<file path="src/rtl/irq_src_pkg.sv">
// Package: shared types and constants for the interrupt source bank.
// Assumes a 32-bit configuration word with the fixed field positions below.
package irq_src_pkg;

    typedef enum logic [1:0] {
        SRC_GEN = 2'd0,   // trigger mode chosen by sense bit
        SRC_INT = 2'd1,   // always level-triggered
        SRC_TIP = 2'd2    // timer / inter-processor, always edge-triggered
    } src_class_e;

    localparam int BIT_MASK = 31;
    localparam int BIT_ACT  = 30;
    localparam int BIT_POL  = 23;
    localparam int BIT_SNS  = 22;
    localparam int PRIO_LO  = 16;
    localparam int PRIO_W   = 4;

    // Maps a source index to its fixed class.
    function automatic src_class_e class_of(input int idx, input int ngen, input int nord);
        if (idx < ngen)      return SRC_GEN;
        else if (idx < nord) return SRC_INT;
        else                 return SRC_TIP;
    endfunction

endpackage

</file>
<file path="src/rtl/irq_cfg_reg.sv">
// Module: configuration word of one interrupt source.
// Stores mask, polarity, sense, priority and vector; applies the class rules
// for forced bits at reset and on every write; derives the trigger mode.
// Assumes VEC_W <= 16 so the vector does not overlap the priority field.
module irq_cfg_reg
    import irq_src_pkg::*;
#(
    parameter src_class_e  CLASS   = SRC_GEN,
    parameter int          VEC_W   = 8,
    parameter logic [31:0] RST_VAL = 32'h8040_0005
) (
    input  logic        clk,
    input  logic        rst_n,
    input  logic        we,
    input  logic [31:0] wdata,
    output logic [31:0] cfg,
    output logic        level
);

    localparam logic [31:0] VEC_MASK = (32'd1 << VEC_W) - 32'd1;
    localparam logic [31:0] WR_MASK  = (32'd1 << BIT_MASK) | (32'd1 << BIT_POL) |
                                       (32'd1 << BIT_SNS) | (32'hF << PRIO_LO) | VEC_MASK;
    localparam logic [31:0] F_CLR    = (CLASS == SRC_INT) ? (32'd1 << BIT_SNS) :
                                       (CLASS == SRC_TIP) ? ((32'd1 << BIT_SNS) | (32'd1 << BIT_POL)) :
                                       32'd0;
    localparam logic [31:0] R_SET    = (CLASS == SRC_INT) ? (32'd1 << BIT_POL) : 32'd0;

    logic [31:0] cfg_q;

    // Holds the word: reset value with class rules, or masked software write.
    always_ff @(posedge clk) begin
        if (!rst_n) begin
            cfg_q <= (RST_VAL & WR_MASK & ~F_CLR) | R_SET;
        end else if (we) begin
            cfg_q <= wdata & WR_MASK & ~F_CLR;
        end
    end

    // Trigger mode from the class, or from the sense bit for general sources.
    always_comb begin
        case (CLASS)
            SRC_INT: level = 1'b1;
            SRC_TIP: level = 1'b0;
            default: level = cfg_q[BIT_SNS];
        endcase
    end

    assign cfg = cfg_q;

    // Written mask bit lands in the word.
    p_mask_store_r2: assert property (@(posedge clk) disable iff (!rst_n)
        we |=> cfg[BIT_MASK] == $past(wdata[BIT_MASK]));

    // Activity bit is never held in the stored word.
    p_act_not_stored_r3: assert property (@(posedge clk) disable iff (!rst_n)
        we |=> !cfg[BIT_ACT]);

    generate
        if (CLASS == SRC_INT) begin : g_int_chk
            p_int_sense_r4: assert property (@(posedge clk) disable iff (!rst_n)
                we |=> (!cfg[BIT_SNS] && level));
        end else if (CLASS == SRC_TIP) begin : g_tip_chk
            p_tip_sense_pol_r5: assert property (@(posedge clk) disable iff (!rst_n)
                we |=> (!cfg[BIT_SNS] && !cfg[BIT_POL] && !level));
        end else begin : g_gen_chk
            p_gen_mode_r6: assert property (@(posedge clk) disable iff (!rst_n)
                we |=> level == $past(wdata[BIT_SNS]));
        end
    endgenerate

endmodule

</file>
<file path="src/rtl/irq_pend_trk.sv">
// Module: pending tracker of one interrupt source.
// Samples the raw line twice; level mode copies the first sample into
// pending, edge mode sets pending on a 0-to-1 between the two samples and
// clears it on acknowledge. A new edge wins over a same-cycle acknowledge.
module irq_pend_trk (
    input  logic clk,
    input  logic rst_n,
    input  logic irq_raw,
    input  logic level,
    input  logic ack,
    output logic pend
);

    logic s1, s2, pend_q;
    logic rise;

    assign rise = s1 & ~s2;

    // Two-stage sampling of the raw line.
    always_ff @(posedge clk) begin
        if (!rst_n) begin
            s1 <= 1'b0;
            s2 <= 1'b0;
        end else begin
            s1 <= irq_raw;
            s2 <= s1;
        end
    end

    // Pending update by trigger mode.
    always_ff @(posedge clk) begin
        if (!rst_n) begin
            pend_q <= 1'b0;
        end else if (level) begin
            pend_q <= s1;
        end else if (rise) begin
            pend_q <= 1'b1;
        end else if (ack) begin
            pend_q <= 1'b0;
        end
    end

    assign pend = pend_q;

    // Level mode: pending follows the raw line two edges later.
    p_level_follow_r8: assert property (@(posedge clk) disable iff (!rst_n)
        level |=> pend == $past(irq_raw, 2));

    // Edge mode: detected rise sets pending.
    p_edge_set_r9: assert property (@(posedge clk) disable iff (!rst_n)
        (!level && rise) |=> pend);

    // Edge mode: acknowledge without new rise clears pending.
    p_edge_ack_r10: assert property (@(posedge clk) disable iff (!rst_n)
        (!level && ack && !rise) |=> !pend);

endmodule

</file>
<file path="src/rtl/irq_rd_mux.sv">
// Module: combinational read-back of the configuration words.
// Inserts the pending state as the activity bit; out-of-range indexes
// return zero. Assumes IDX_W is wide enough to address all sources.
module irq_rd_mux
    import irq_src_pkg::*;
#(
    parameter int NUM_SRC = 24,
    parameter int IDX_W   = 5
) (
    input  logic [NUM_SRC-1:0][31:0] cfg_all,
    input  logic [NUM_SRC-1:0]       pend_all,
    input  logic [IDX_W-1:0]         rd_idx,
    output logic [31:0]              rd_data
);

    // Select the addressed word and merge its activity bit.
    always_comb begin
        rd_data = 32'd0;
        if (32'(rd_idx) < NUM_SRC) begin
            rd_data = cfg_all[rd_idx];
            rd_data[BIT_ACT] = pend_all[rd_idx];
        end
    end

endmodule

</file>
<file path="src/rtl/irq_src_bank.sv">
// Module: top of the typed interrupt source bank.
// One configuration register and one pending tracker per source, the class
// of each fixed by its index (general, internal, timer/inter-processor).
// Assumes NUM_GEN <= NUM_ORD <= NUM_SRC and one write per cycle.
module irq_src_bank
    import irq_src_pkg::*;
#(
    parameter int          NUM_SRC = 24,
    parameter int          NUM_GEN = 16,
    parameter int          NUM_ORD = 20,
    parameter int          VEC_W   = 8,
    parameter logic [31:0] RST_VAL = 32'h8040_0005,
    localparam int         IDX_W   = $clog2(NUM_SRC + 1)
) (
    input  logic               clk,
    input  logic               rst_n,
    input  logic               wr_en,
    input  logic [IDX_W-1:0]   wr_idx,
    input  logic [31:0]        wr_data,
    input  logic [IDX_W-1:0]   rd_idx,
    output logic [31:0]        rd_data,
    input  logic [NUM_SRC-1:0] irq_in,
    input  logic [NUM_SRC-1:0] ack,
    output logic [NUM_SRC-1:0] pending,
    output logic [NUM_SRC-1:0] irq_act
);

    logic [NUM_SRC-1:0][31:0] cfg_all;
    logic [NUM_SRC-1:0]       lvl_all;
    logic [NUM_SRC-1:0]       we_all;

    generate
        for (genvar i = 0; i < NUM_SRC; i++) begin : g_src
            localparam src_class_e CLS = class_of(i, NUM_GEN, NUM_ORD);

            // Write decode for this source.
            assign we_all[i] = wr_en && (32'(wr_idx) == i);

            irq_cfg_reg #(
                .CLASS   (CLS),
                .VEC_W   (VEC_W),
                .RST_VAL (RST_VAL)
            ) u_cfg (
                .clk   (clk),
                .rst_n (rst_n),
                .we    (we_all[i]),
                .wdata (wr_data),
                .cfg   (cfg_all[i]),
                .level (lvl_all[i])
            );

            irq_pend_trk u_pend (
                .clk     (clk),
                .rst_n   (rst_n),
                .irq_raw (irq_in[i]),
                .level   (lvl_all[i]),
                .ack     (ack[i]),
                .pend    (pending[i])
            );

            // Unmasked request output.
            assign irq_act[i] = pending[i] & ~cfg_all[i][BIT_MASK];

            // Masked sources never request.
            p_act_masked_r11: assert property (@(posedge clk) disable iff (!rst_n)
                cfg_all[i][BIT_MASK] |-> !irq_act[i]);
        end
    endgenerate

    irq_rd_mux #(
        .NUM_SRC (NUM_SRC),
        .IDX_W   (IDX_W)
    ) u_rd (
        .cfg_all  (cfg_all),
        .pend_all (pending),
        .rd_idx   (rd_idx),
        .rd_data  (rd_data)
    );

endmodule

</file>
<file path="config.mk">
export PLATFORM = sky130hd
export DESIGN_NAME = irq_src_bank
export DESIGN_NICKNAME = d
export VERILOG_FILES = /design/src/rtl/irq_src_pkg.sv /design/src/rtl/irq_cfg_reg.sv /design/src/rtl/irq_pend_trk.sv /design/src/rtl/irq_rd_mux.sv /design/src/rtl/irq_src_bank.sv
export SDC_FILE = /design/constraint.sdc
export NUM_CORES = 1
export LEC_CHECK = 0
export ABC_CLOCK_PERIOD_IN_PS = 1700
export BUFFER_PORTS_ARGS = -buffer_cell sky130_fd_sc_hd__buf_2
export CAP_MARGIN = 0
export CORE_MARGIN = 1
export CORE_UTILIZATION = 30
export DETAILED_ROUTE_END_ITERATION = 10
export REMOVE_ABC_BUFFERS = 1
export SYNTH_ARGS = -nofsm -noshare
export SYNTH_HDL_FRONTEND = slang
export SYNTH_SLANG_ARGS = --single-unit
</file>
<file path="constraint.sdc">
create_clock -name clk -period 1.7 [get_ports clk]
set_input_delay 0.17 -clock clk [delete_from_list [all_inputs] [get_ports clk]]
set_output_delay 0.17 -clock clk [all_outputs]
set_load 0.01 [all_outputs]
</file>
==> Word-level counts from Yosys, hierarchy flattened <==
Index checks and enable logic that the tools add are counted.
{ "word_totals": {"in_bits": 93, "out_inout_bits": 80, "regBits": 416, "word_cells": 311} }
{ "op_classes": {"order_cmp": 2, "bitwise": 88, "muxes": 61, "eq_ne": 23, "n_reduce_logical": 45} }
{ "ops": {"columns": ["operator", "count"], "rows": [
  ["$bmux W32 S5", 1],
  ["$mux W32", 2],
  ["$mux W1", 57],
  ["$reduce_bool A3 Y1", 16],
  ["$and A1 B1 Y1", 44],
  ["$not A1 Y1", 44],
  ["$eq A5 B4 Y1 const B", 8],
  ["$eq A5 B5 Y1 const B", 8],
  ["$logic_and A1 B1 Y1", 24],
  ["$eq A5 B3 Y1 const B", 4],
  ["$eq A5 B2 Y1 const B", 2],
  ["$reduce_bool A2 Y1", 4],
  ["$lt A5 B6 Y1 const B", 1],
  ["$bmux W1 S5", 1],
  ["$eq A5 B1 Y1 const B", 1],
  ["$logic_not A5 Y1", 1],
  ["$lt A5 B5 Y1 const B", 1]
]} }

==> Depth between registers and ports, before layout <==
Gate-level depths: netlist of run 1.
{ "depth": {"ltp_word": 4, "mapped_depth": 8, "ltp_nobuf": 4} }

==> Cells and area by module <==
Synthesis of run 1 repeated with hierarchy kept, for this count alone.
{ "unflattened": {"hier_cells": 2371, "area_unflattened_um2": 25438.1} }
{ "by_module_without_submodules": {"columns": ["mod", "seq_area_each_um2", "area_each_um2", "cells_per_inst", "instances"], "rows": [
  ["irq_cfg_reg at g_src[0].u_cfg ...", 300.3, 708.2, 67, 16],
  ["irq_rd_mux", 0.0, 6062.1, 532, 1],
  ["irq_cfg_reg at g_src[16].u_cfg ...", 280.3, 683.2, 66, 4],
  ["irq_cfg_reg at g_src[20].u_cfg ...", 260.2, 653.1, 63, 4],
  ["irq_pend_trk", 60.1, 98.8, 8, 24],
  ["irq_src_bank", 0.0, 327.8, 59, 1]
]} }

==> Least setup slack after synthesis of run 1 <==
No wires, ideal clock.
{ "synth_path": {"path_type": "input to output", "startpoint": "input port rd_idx[0]", "endpoint": "output port rd_data[6]", "slack_ns": 0.001, "t_arrival_ns": 1.529, "stages": 6, "n_path_buf": 2, "cell_sequence": "buf_4 > buf_4 > mux4_2 > mux2_2 > nand2_1 > o211ai_1"} }
{ "synth_via": {"elab_chain_len": 3, "word_cells_on_any_way": 4, "classes_between": "order compare (1); mux (3)"} }
{ "synth_rtl": {"columns": ["item", "line", "rtl"], "rows": [
  ["from (decl)", "irq_src_bank.sv:20", "input logic [IDX_W-1:0] rd_idx,"],
  ["$bmux W32 S5", "irq_rd_mux.sv:20", "rd_data = cfg_all[rd_idx];"],
  ["$mux W32 (implied by the code)", "irq_rd_mux.sv:20", null],
  ["$mux W32 *", "irq_rd_mux.sv:19", "if (32'(rd_idx) < NUM_SRC) begin"],
  ["to (decl)", "irq_src_bank.sv:21", "output logic [31:0] rd_data,"]
]} }
Every way passes the cells marked *; elsewhere a longest branch is shown, timed or not. The select of a mux whose other input is x is not followed.

==> Worst setup path in the final report of run 1 <==
{ "layout_path": {"startpoint": "register g_src[7].u_cfg.cfg_q[22]", "endpoint": "output port rd_data[22]"} }
{ "layout_via": {"elab_chain_len": 3} }
{ "layout_rtl": {"columns": ["item", "line", "rtl"], "rows": [
  ["from (decl)", "irq_cfg_reg.sv:28", "logic [31:0] cfg_q;"],
  ["from (signal assigned)", "irq_cfg_reg.sv:33", "cfg_q <= (RST_VAL & WR_MASK & ~F_CLR) | R_SET;"],
  ["from (signal assigned)", "irq_cfg_reg.sv:35", "cfg_q <= wdata & WR_MASK & ~F_CLR;"],
  ["$bmux W32 S5", "irq_rd_mux.sv:20", null],
  ["$mux W32 (implied by the code)", "irq_rd_mux.sv:20", null],
  ["$mux W32", "irq_rd_mux.sv:19", null]
]} }
No other way between the ends. The select of a mux whose other input is x is not followed.

==> results.toml, run 1 <==
[yosys]
synth_top_area_share_pct = 44.7
synth_seq_area_share_pct = 44.7
async_reset_ff_share_pct = 0
yosys_register_bits = 416
synth_xor_area_share_pct = 0
synth_cell_type_count = 40
yosysWarnings = 0
yosys.area_share.adder_pct = 0
syn_area_mm2 = 0.0186
synth_top_family_by_area = "simple AND/OR/NAND/NOR gates"
synth_compound_area_share_pct = 14.2
synth_commonest_cells = "nand2_1, dfxtp_1, a21boi_0, clkbuf_1, nand3_1"
synth.area.mux_share_pct = 12.7
postSynthCellCount = 2146
synth_top_area_cell = "dfxtp_1"
synth_area_per_cell_um2 = 8.68
synthSimpleGateAreaFrac_pct = 22.4
synth_ff_type = "dfxtp_1"
synth.top_cells.by_area = "dfxtp_1, nand2_1, a21boi_0, mux4_2, mux2i_1"
yosysMostFrequentCell = "nand2_1"
synth_edf_count = 0

[placed_design]
numPortBuffers = 135
hpwl_mm = 41.8
gp_congestion = 0.844

[floorplan]
dieArea_mm2 = 0.0631
die_y_um = 251
fp.dieW_um = 251
std_cell_rows = 90
coreArea_mm2 = 0.0608
initial_core_util_pct = 30.6
ios = 173

[sta]
worstMarginPinSlew_ns = 0.703
fin_crit_sh_pct = 139
hold_viol_final = 0
setup_viol = 16
fin_skew_ns = 0.0165
setup_ws_ns = -0.668
slew_violations = 0
max_freq_mhz = 422
rsz0062_at_grt = "true"
holdWs_ns = 0.0430
setup_tns_ns = -8.54
slew_headroom_pct = 53.1
min_period_ns = 2.37

[grt]
overflow = 0
grt_max_degree = 160
grt_pass1_vias = 15800
grt_usage_pct = 19.9
grt_pass1_wl_mm = 96.2
antenna_found_initial = 2

[cts]
clk_path_buf_depth = 3
clockRootBuffer = "clkbuf_16"
cts_max_level = 2
clk_latency_ns = 0.60
cts_sinks = 416
cts_tree = "built"
cts.clk_slew.worst_paths_ns = 0.06
numCtsBuffers = 47

[routing]
vias = 16300
drtAntennaViolNets = 0
drc = 0
dr.first_iter.drc_count = 1708
vias_per_cell = 5.10
drt-total-wl_mm = 63.9
firstDrtPassIters = 7
wl_per_cell_um = 20.0

[setup_path]
r2r_slack_ns = 0.52
required_ns = 1.53
cp.arrival_ns = 2.20
critPathCaptureType = "output pin"
crit_type = "reg2out"
cpMostUsedCell = "mux4_2"
max_stage_delay_ns = 0.50
start_kind = "register"
cp_cell_sequence = "mux4_2, mux4_2, and2_4, buf_6"
cp_slowest_cell = "mux4_2"
worst-path-max-fanout = 2

[hold_path]
min-delay-path-class = "in2reg"

[run_status]
failed_checks = "setup timing"
status = "finished with violations"

[layout]
drive_above_1_share_pct = 22.7
nets = 2464
area_growth_pct = 26.1

[pwr]
ir_worst_vdd_mv = 0.701
power_density_mw_per_mm2 = 933
p_leak_nw = 9.06

[run]
cap_violations = 0
==> state kept, by name, summed over array words and instances, names as in the netlist <==
name,cells
g_src.u_cfg.cfg,348
g_src.u_pend.pend,24
g_src.u_pend.s1,24
g_src.u_pend.s2,20
==> logic make-up after synthesis <==
| family | Yosys count |
|---|---|
| simple gates | 969 |
| flops | 416 |
| compound gates | 375 |
| buf+inv | 234 |
| mux | 151 |
| other cells | 1 |
==> per-stage QoR <==
| stage | cell area (µm²) | power [mW] | util, % | setup WS [ns] | cells |
|---|---|---|---|---|---|
| floorplan | 17600 | 10.7 | - | -0.534 | 1952 |
| global placement | 21300 | 11.8 | 35.0 | -0.438 | 3058 |
| detailed placement | 21300 | 11.8 | 35.0 | -0.442 | 3058 |
| CTS | 23500 | 22.0 | 38.6 | -0.683 | 3187 |
| global route | 23500 | 22.6 | 38.6 | -0.700 | 3188 |
| finish | 23500 | 21.9 | 38.6 | -0.668 | 3189 |
==> where the power goes <==
group	internal [mW]	switching (mW)	total, mW	leakage [nW]
clock	5.88	4.27	10.1	0.768
sequential	9.90	0.0800	9.98	3.38
combinational	0.774	0.996	1.77	4.91
total	16.6	5.34	21.9	9.06
==> path summary, 6_finish.rpt <==
kind                            cells after the start                   start                     end
worst max-delay path                                4  g_src[7].u_cfg.cfg[22]             rd_data[22]
worst min-delay path                                3             wr_data[23]  g_src[8].u_cfg.cfg[23]
worst max register to register                      3  g_src[8].u_cfg.cfg[22]    g_src[8].u_pend.pend
worst min register to register                      1     g_src[18].u_pend.s1   g_src[18].u_pend.pend
==> layout make-up <==
cell class | instances | area, µm²
antenna | 1 | 2.50
inverter | 25 | 93.8
sequential | 416 | 8360
fill | 6021 | 37300
tap | 782 | 978
clock inverter | 15 | 151
clock buffer | 69 | 1400
multi-input combinational | 1511 | 9380
timing repair buffer | 370 | 3110
==> what timing repair did <==
action,4_1_cts,5_1_grt
hold endpoints to repair,52,0
hold buffers,45,0
resized for setup,60,11
setup buffers,0,1
cloned,0,0
setup endpoints to repair,16,16
pin swaps,25,2
==> per-layer routing <==
metal,global-route usage [%],part of all wire (%),wire [µm]
met5,0,0.048,31
met4,6.85,2.9,1870
met3,3.14,7.4,4730
met2,31.4,45,29100
met1,27.6,44,28300
==> cell usage in the layout (no fill, tap or decap), types with 47 or more instances in the layout <==
| cell type | netlist | layout |
|---|---|---|
| buf_2 | 42 | 130 |
| and2_1 | 53 | 52 |
| mux2i_1 | 70 | 69 |
| o21ai_0 | 56 | 55 |
| a21boi_0 | 249 | 249 |
| dfxtp_1 | 416 | 391 |
| clkbuf_16 | 0 | 47 |
| mux4_2 | 66 | 66 |
| buf_4 | 52 | 149 |
| nand2_1 | 709 | 694 |
| nand3_1 | 113 | 112 |
==> critical path, delay by kind of cell, from the launching register on <==
family                 cells  cell delay (ns)
multiplexers               2             0.98
flip-flops                 1             0.33
AND/OR/NAND/NOR            1             0.18
buffers and inverters      1             0.12
(Power assumes the default switching activity.)
==> run 2, diff against run 1 <==
- SETUP_SLACK_MARGIN: not set -> 0.02
==> run 2 against run 1 <==
The run still ends with setup timing left. Sequential share of layout area about the same. Count of clock-buffer cells in the layout unchanged. Total power about the same. Setup slack worse by 0.0031 ns. Sequential power about the same. Cell count unchanged. Global-route usage unchanged. Critical path type unchanged. Highest routed layer unchanged.
==> results.toml, run 2 (synthesis results as in run 1) <==
[sta]
setup_ws_ns = -0.671
holdWs_ns = 0.0432
worstMarginPinSlew_ns = 0.703
rsz0062_at_grt = "true"
fin_crit_sh_pct = 139
slew_violations = 0
max_freq_mhz = 422
slew_headroom_pct = 53.1
hold_viol_final = 0
setup_viol = 16
min_period_ns = 2.37
fin_skew_ns = 0.0169

[placed_design]
hpwl_mm = 41.8
numPortBuffers = 135
gp_congestion = 0.844

[routing]
vias_per_cell = 5.11
dr.first_iter.drc_count = 1711
drt-total-wl_mm = 64.0
vias = 16300
wl_per_cell_um = 20.1
firstDrtPassIters = 7
drc = 0
drtAntennaViolNets = 0

[setup_path]
rr_worst_depth = 3
cp.arrival_ns = 2.20
cp_slowest_cell = "mux4_2"
start_kind = "register"
worst-path-max-fanout = 2
critPathCaptureType = "output pin"
required_ns = 1.53
r2r-start = "g_src[8].u_cfg.cfg[22]"
cpMostUsedCell = "mux4_2"
cp_cell_sequence = "mux4_2, mux4_2, and2_4, buf_6"
r2r_end = "g_src[8].u_pend.pend"
max_stage_delay_ns = 0.50
crit_type = "reg2out"
r2r_slack_ns = 0.52

[grt]
grt_max_degree = 160
grt_pass1_wl_mm = 96.2
grt_usage_pct = 19.9
antenna_found_initial = 2
grt_pass1_vias = 15800
overflow = 0

[cts]
cts.clk_slew.worst_paths_ns = 0.06
cts_sinks = 416
cts_max_level = 2
cts_tree = "built"
clockRootBuffer = "clkbuf_16"
clk_path_buf_depth = 3
clk_latency_ns = 0.60
numCtsBuffers = 47

[floorplan]
ios = 173
initial_core_util_pct = 30.6
coreArea_mm2 = 0.0608
dieArea_mm2 = 0.0631
die_y_um = 251
std_cell_rows = 90
fp.dieW_um = 251

[hold_path]
hold_end = "g_src[8].u_cfg.cfg[23]"
min-delay-start = "wr_data[23]"
min-delay-path-class = "in2reg"
min_path_cells = 3

[pwr]
ir_worst_vdd_mv = 0.706
power_density_mw_per_mm2 = 933
p_leak_nw = 9.06

[layout]
drive_above_1_share_pct = 22.7
nets = 2464
layout_common_cells = "nand2_1, dfxtp_1, a21boi_0, buf_4, buf_2"
fill_cells = 6021
layout_commonest_cell = "nand2_1"
largest_register_ffs = 348
fin_util_pct = 38.6
area_growth_pct = 26.1

[run_status]
status = "finished with violations"
failed_checks = "setup timing"

[run]
cap_violations = 0
==> run 2: cell counts in the layout (fill, tap and decap cells not counted) <==
No cell type changed its count.
==> run 2: timing repair <==
item	4_1_cts	5_1_grt
hold buffers	45	0
setup buffers	0	1
hold endpoints to repair	52	0
setup endpoints to repair	16	17
gates resized for setup	60	12
pin swaps	25	2
==> run 2: worst max-delay path by stage <==
stage | end | from | cells after the start | slack (ns)
after floorplan | g_src[20].u_cfg.cfg[16] | wr_idx[3] | 4 | -0.53
after global placement | rd_data[30] | rd_idx[0] | 6 | -0.44
after detailed placement | rd_data[22] | rd_idx[0] | 6 | -0.44
after CTS | rd_data[22] | g_src[7].u_cfg.cfg[22] | 4 | -0.68
after global routing | rd_data[22] | g_src[7].u_cfg.cfg[22] | 4 | -0.70
final | rd_data[22] | g_src[7].u_cfg.cfg[22] | 4 | -0.67
==> run 2: where the power goes <==
group | total (mW) | leakage [nW] | switching (mW) | internal [mW]
combinational | 1.77 | 4.91 | 0.997 | 0.774
clock | 10.2 | 0.768 | 4.27 | 5.88
sequential | 9.98 | 3.38 | 0.0798 | 9.90
total | 21.9 | 9.06 | 5.35 | 16.6
==> run 2: cell type report <==
class	count	area (µm²)	share of cell area [%]
inverter	25	93.8	0.400
clock buffer	69	1400	5.96
multi-input combinational	1511	9380	40.0
timing repair buffer	370	3110	13.2
antenna	1	2.50	0.0107
clock inverter	15	151	0.645
sequential	416	8360	35.6
tap	782	978	4.17
==> run 2: layer usage <==
metal	vias to the layer above	part of all wire [%]	track usage [%]
li1	7572	-	-
met1	7961	44	27.6
met2	640	45	31.4
met3	116	7.5	3.14
met4	4	2.9	6.85
met5	-	0.048	0
==> run 2: critical path, delay by kind of cell (launching register included) <==
kind                   cells  cell delay, ns
and+or+nand+nor            1            0.18
muxes                      2            0.98
buffers and inverters      1            0.12
DFF                        1            0.33
==> run 2: per-stage QoR <==
stage          area (µm²)  total power [mW]  TNS, ns  setup WS (ns)  std cells
2_1_floorplan       17600              10.7   -17.01         -0.534       1952
3_3_place_gp        21300              11.8    -5.24         -0.438       3058
3_5_place_dp        21300              11.8    -5.37         -0.442       3058
4_1_cts             23500              22.0    -8.97         -0.683       3187
5_1_grt             23500              22.6    -9.43         -0.700       3188
6_report            23500              21.9    -8.55         -0.671       3189
==> run 3, diff against run 2 <==
- SETUP_SLACK_MARGIN: 0.02 -> 0.5
==> run 3 against run 2 <==
The flow still finishes with violations (setup timing). Worst hold slack lost 0.0013 ns. Cell count grew 0.28%. Count of clock-buffer cells in the layout is the same. Via count grew 0.55%. Combinational power grew 5%. Sequential share of layout area shrank 0.71 points. Clock power is essentially flat. Global-route usage grew 0.18 points. Total power grew 0.41%. Critical path depth is the same. First-iteration DRC count shrank 0.29%. Wire length grew 1.4%. Critical path type unchanged. Highest routed layer unchanged.
==> results.toml, run 3 (synthesis results as in run 1) <==
[grt]
grt_pass1_wl_mm = 96.9
grt_max_degree = 160
grt_usage_pct = 20.1
overflow = 0
antenna_found_initial = 2
grt_pass1_vias = 15900

[cts]
clockRootBuffer = "clkbuf_16"
cts.clk_slew.worst_paths_ns = 0.06
clk_latency_ns = 0.59
cts_tree = "built"
cts_sinks = 416
clk_path_buf_depth = 3
numCtsBuffers = 47
cts_max_level = 2

[sta]
holdWs_ns = 0.0418
fin_crit_sh_pct = 139
max_freq_mhz = 422
slew_headroom_pct = 53.0
fin_skew_ns = 0.0158
setup_ws_ns = -0.671
slew_violations = 0
worstMarginPinSlew_ns = 0.705
setup_tns_ns = -8.58
rsz0062_at_grt = "true"
setup_viol = 16
min_period_ns = 2.37
hold_viol_final = 0

[routing]
wl_per_cell_um = 20.3
dr.first_iter.drc_count = 1706
drtAntennaViolNets = 0
firstDrtPassIters = 5
vias = 16400
drt-total-wl_mm = 64.9
vias_per_cell = 5.12
drc = 0

[floorplan]
dieArea_mm2 = 0.0631
ios = 173
fp.dieW_um = 251
initial_core_util_pct = 30.6
std_cell_rows = 90
coreArea_mm2 = 0.0608
die_y_um = 251

[pwr]
power_density_mw_per_mm2 = 911
totalPowerFinal_mw = 22.0
p_leak_nw = 9.20
ir_worst_vdd_mv = 0.695

[layout]
layout_commonest_cell = "nand2_1"
nets = 2473
drive_above_1_share_pct = 24.9
largest_register_ffs = 348
layout_common_cells = "nand2_1, dfxtp_1, a21boi_0, buf_4, nand3_1"
instances_no_fill = 3198
fin_util_pct = 39.7
fill_cells = 5912
area_growth_pct = 29.7

[hold_path]
min-delay-path-class = "in2reg"

[setup_path]
critPathCaptureType = "output pin"
crit_type = "reg2out"
worst-path-max-fanout = 2
cp.arrival_ns = 2.20
start_kind = "register"
required_ns = 1.53

[run_status]
failed_checks = "setup timing"
status = "finished with violations"

[placed_design]
dp_cells = 3058
numPortBuffers = 135
hpwl_mm = 41.8
gp_congestion = 0.844

[run]
cap_violations = 0
-- run 3: changes by cell type in the layout (fill, tap and decap cells not counted), moves of 3 or more --
cell,previous run,this run
buf_6,3,80
buf_2,130,89
buf_4,149,122
dfxtp_1,390,365
nor2b_1,25,10
nor2b_4,0,15
dfxtp_4,0,13
dfxtp_2,26,38
a21boi_0,249,245
a21boi_1,23,27
inv_1,25,21
inv_4,0,3
-- run 3: repair_timing --
| item | in CTS | in global routing |
|---|---|---|
| pin swaps | 25 | 3 |
| endpoints found under the hold margin | 52 | 0 |
| gates resized for setup | 175 | 47 |
| hold buffers | 45 | 0 |
| setup buffers | 2 | 8 |
| cloned | 0 | 0 |
| endpoints found under the setup margin | 64 | 71 |
-- run 3: area by class of cell --
class / count / area, µm² / area share [%]
diodes: 1 / 2.50 / 0.0104
clock buffers: 69 / 1400 / 5.79
clock inverters: 15 / 151 / 0.627
inverters: 25 / 101 / 0.420
multi-input cells: 1511 / 9520 / 39.4
flip-flops and latches: 416 / 8420 / 34.9
well taps: 782 / 978 / 4.05
repair buffers: 379 / 3570 / 14.8
-- run 3: power breakdown --
group          internal [mW]  switching [mW]
Combinational          0.842            1.02
Clock                   5.88            4.27
Sequential              9.89          0.0848
Total                   16.6            5.38
-- run 3: through the flow --
| stage | cell area [µm²] | setup slack [ns] |
|---|---|---|
| floorplan | 17600 | -0.534 |
| finish | 24100 | -0.671 |
| detailed placement | 21300 | -0.442 |
| CTS | 23900 | -0.683 |
| global route | 24100 | -0.700 |
| global placement | 21300 | -0.438 |
-- run 3: worst max-delay path, stage by stage, from the launching register on --
cell and delay, ns:
dfxtp_2 0.33, mux4_2 0.48, mux4_2 0.50, and2_4 0.18, buf_6 0.12
-- run 3: worst paths after layout --
path                                                to               startpoint  depth (start not counted)  slack, ns
worst max-delay path                       rd_data[22]   g_src[7].u_cfg.cfg[22]                          4      -0.67
worst min-delay path            g_src[8].u_cfg.cfg[23]              wr_data[23]                          3       0.04
worst max register to register   g_src[10].u_pend.pend  g_src[10].u_cfg.cfg[22]                          3       0.54
worst min register to register   g_src[18].u_pend.pend      g_src[18].u_pend.s1                          1       0.43
-- run 3: metal layers --
layer,track usage (%),vias up,part of all wire [%]
li1,-,7591,-
met1,27.8,8007,43
met2,31.7,672,46
met3,3.17,109,8.3
met4,6.85,4,2.8
met5,0,-,0.040
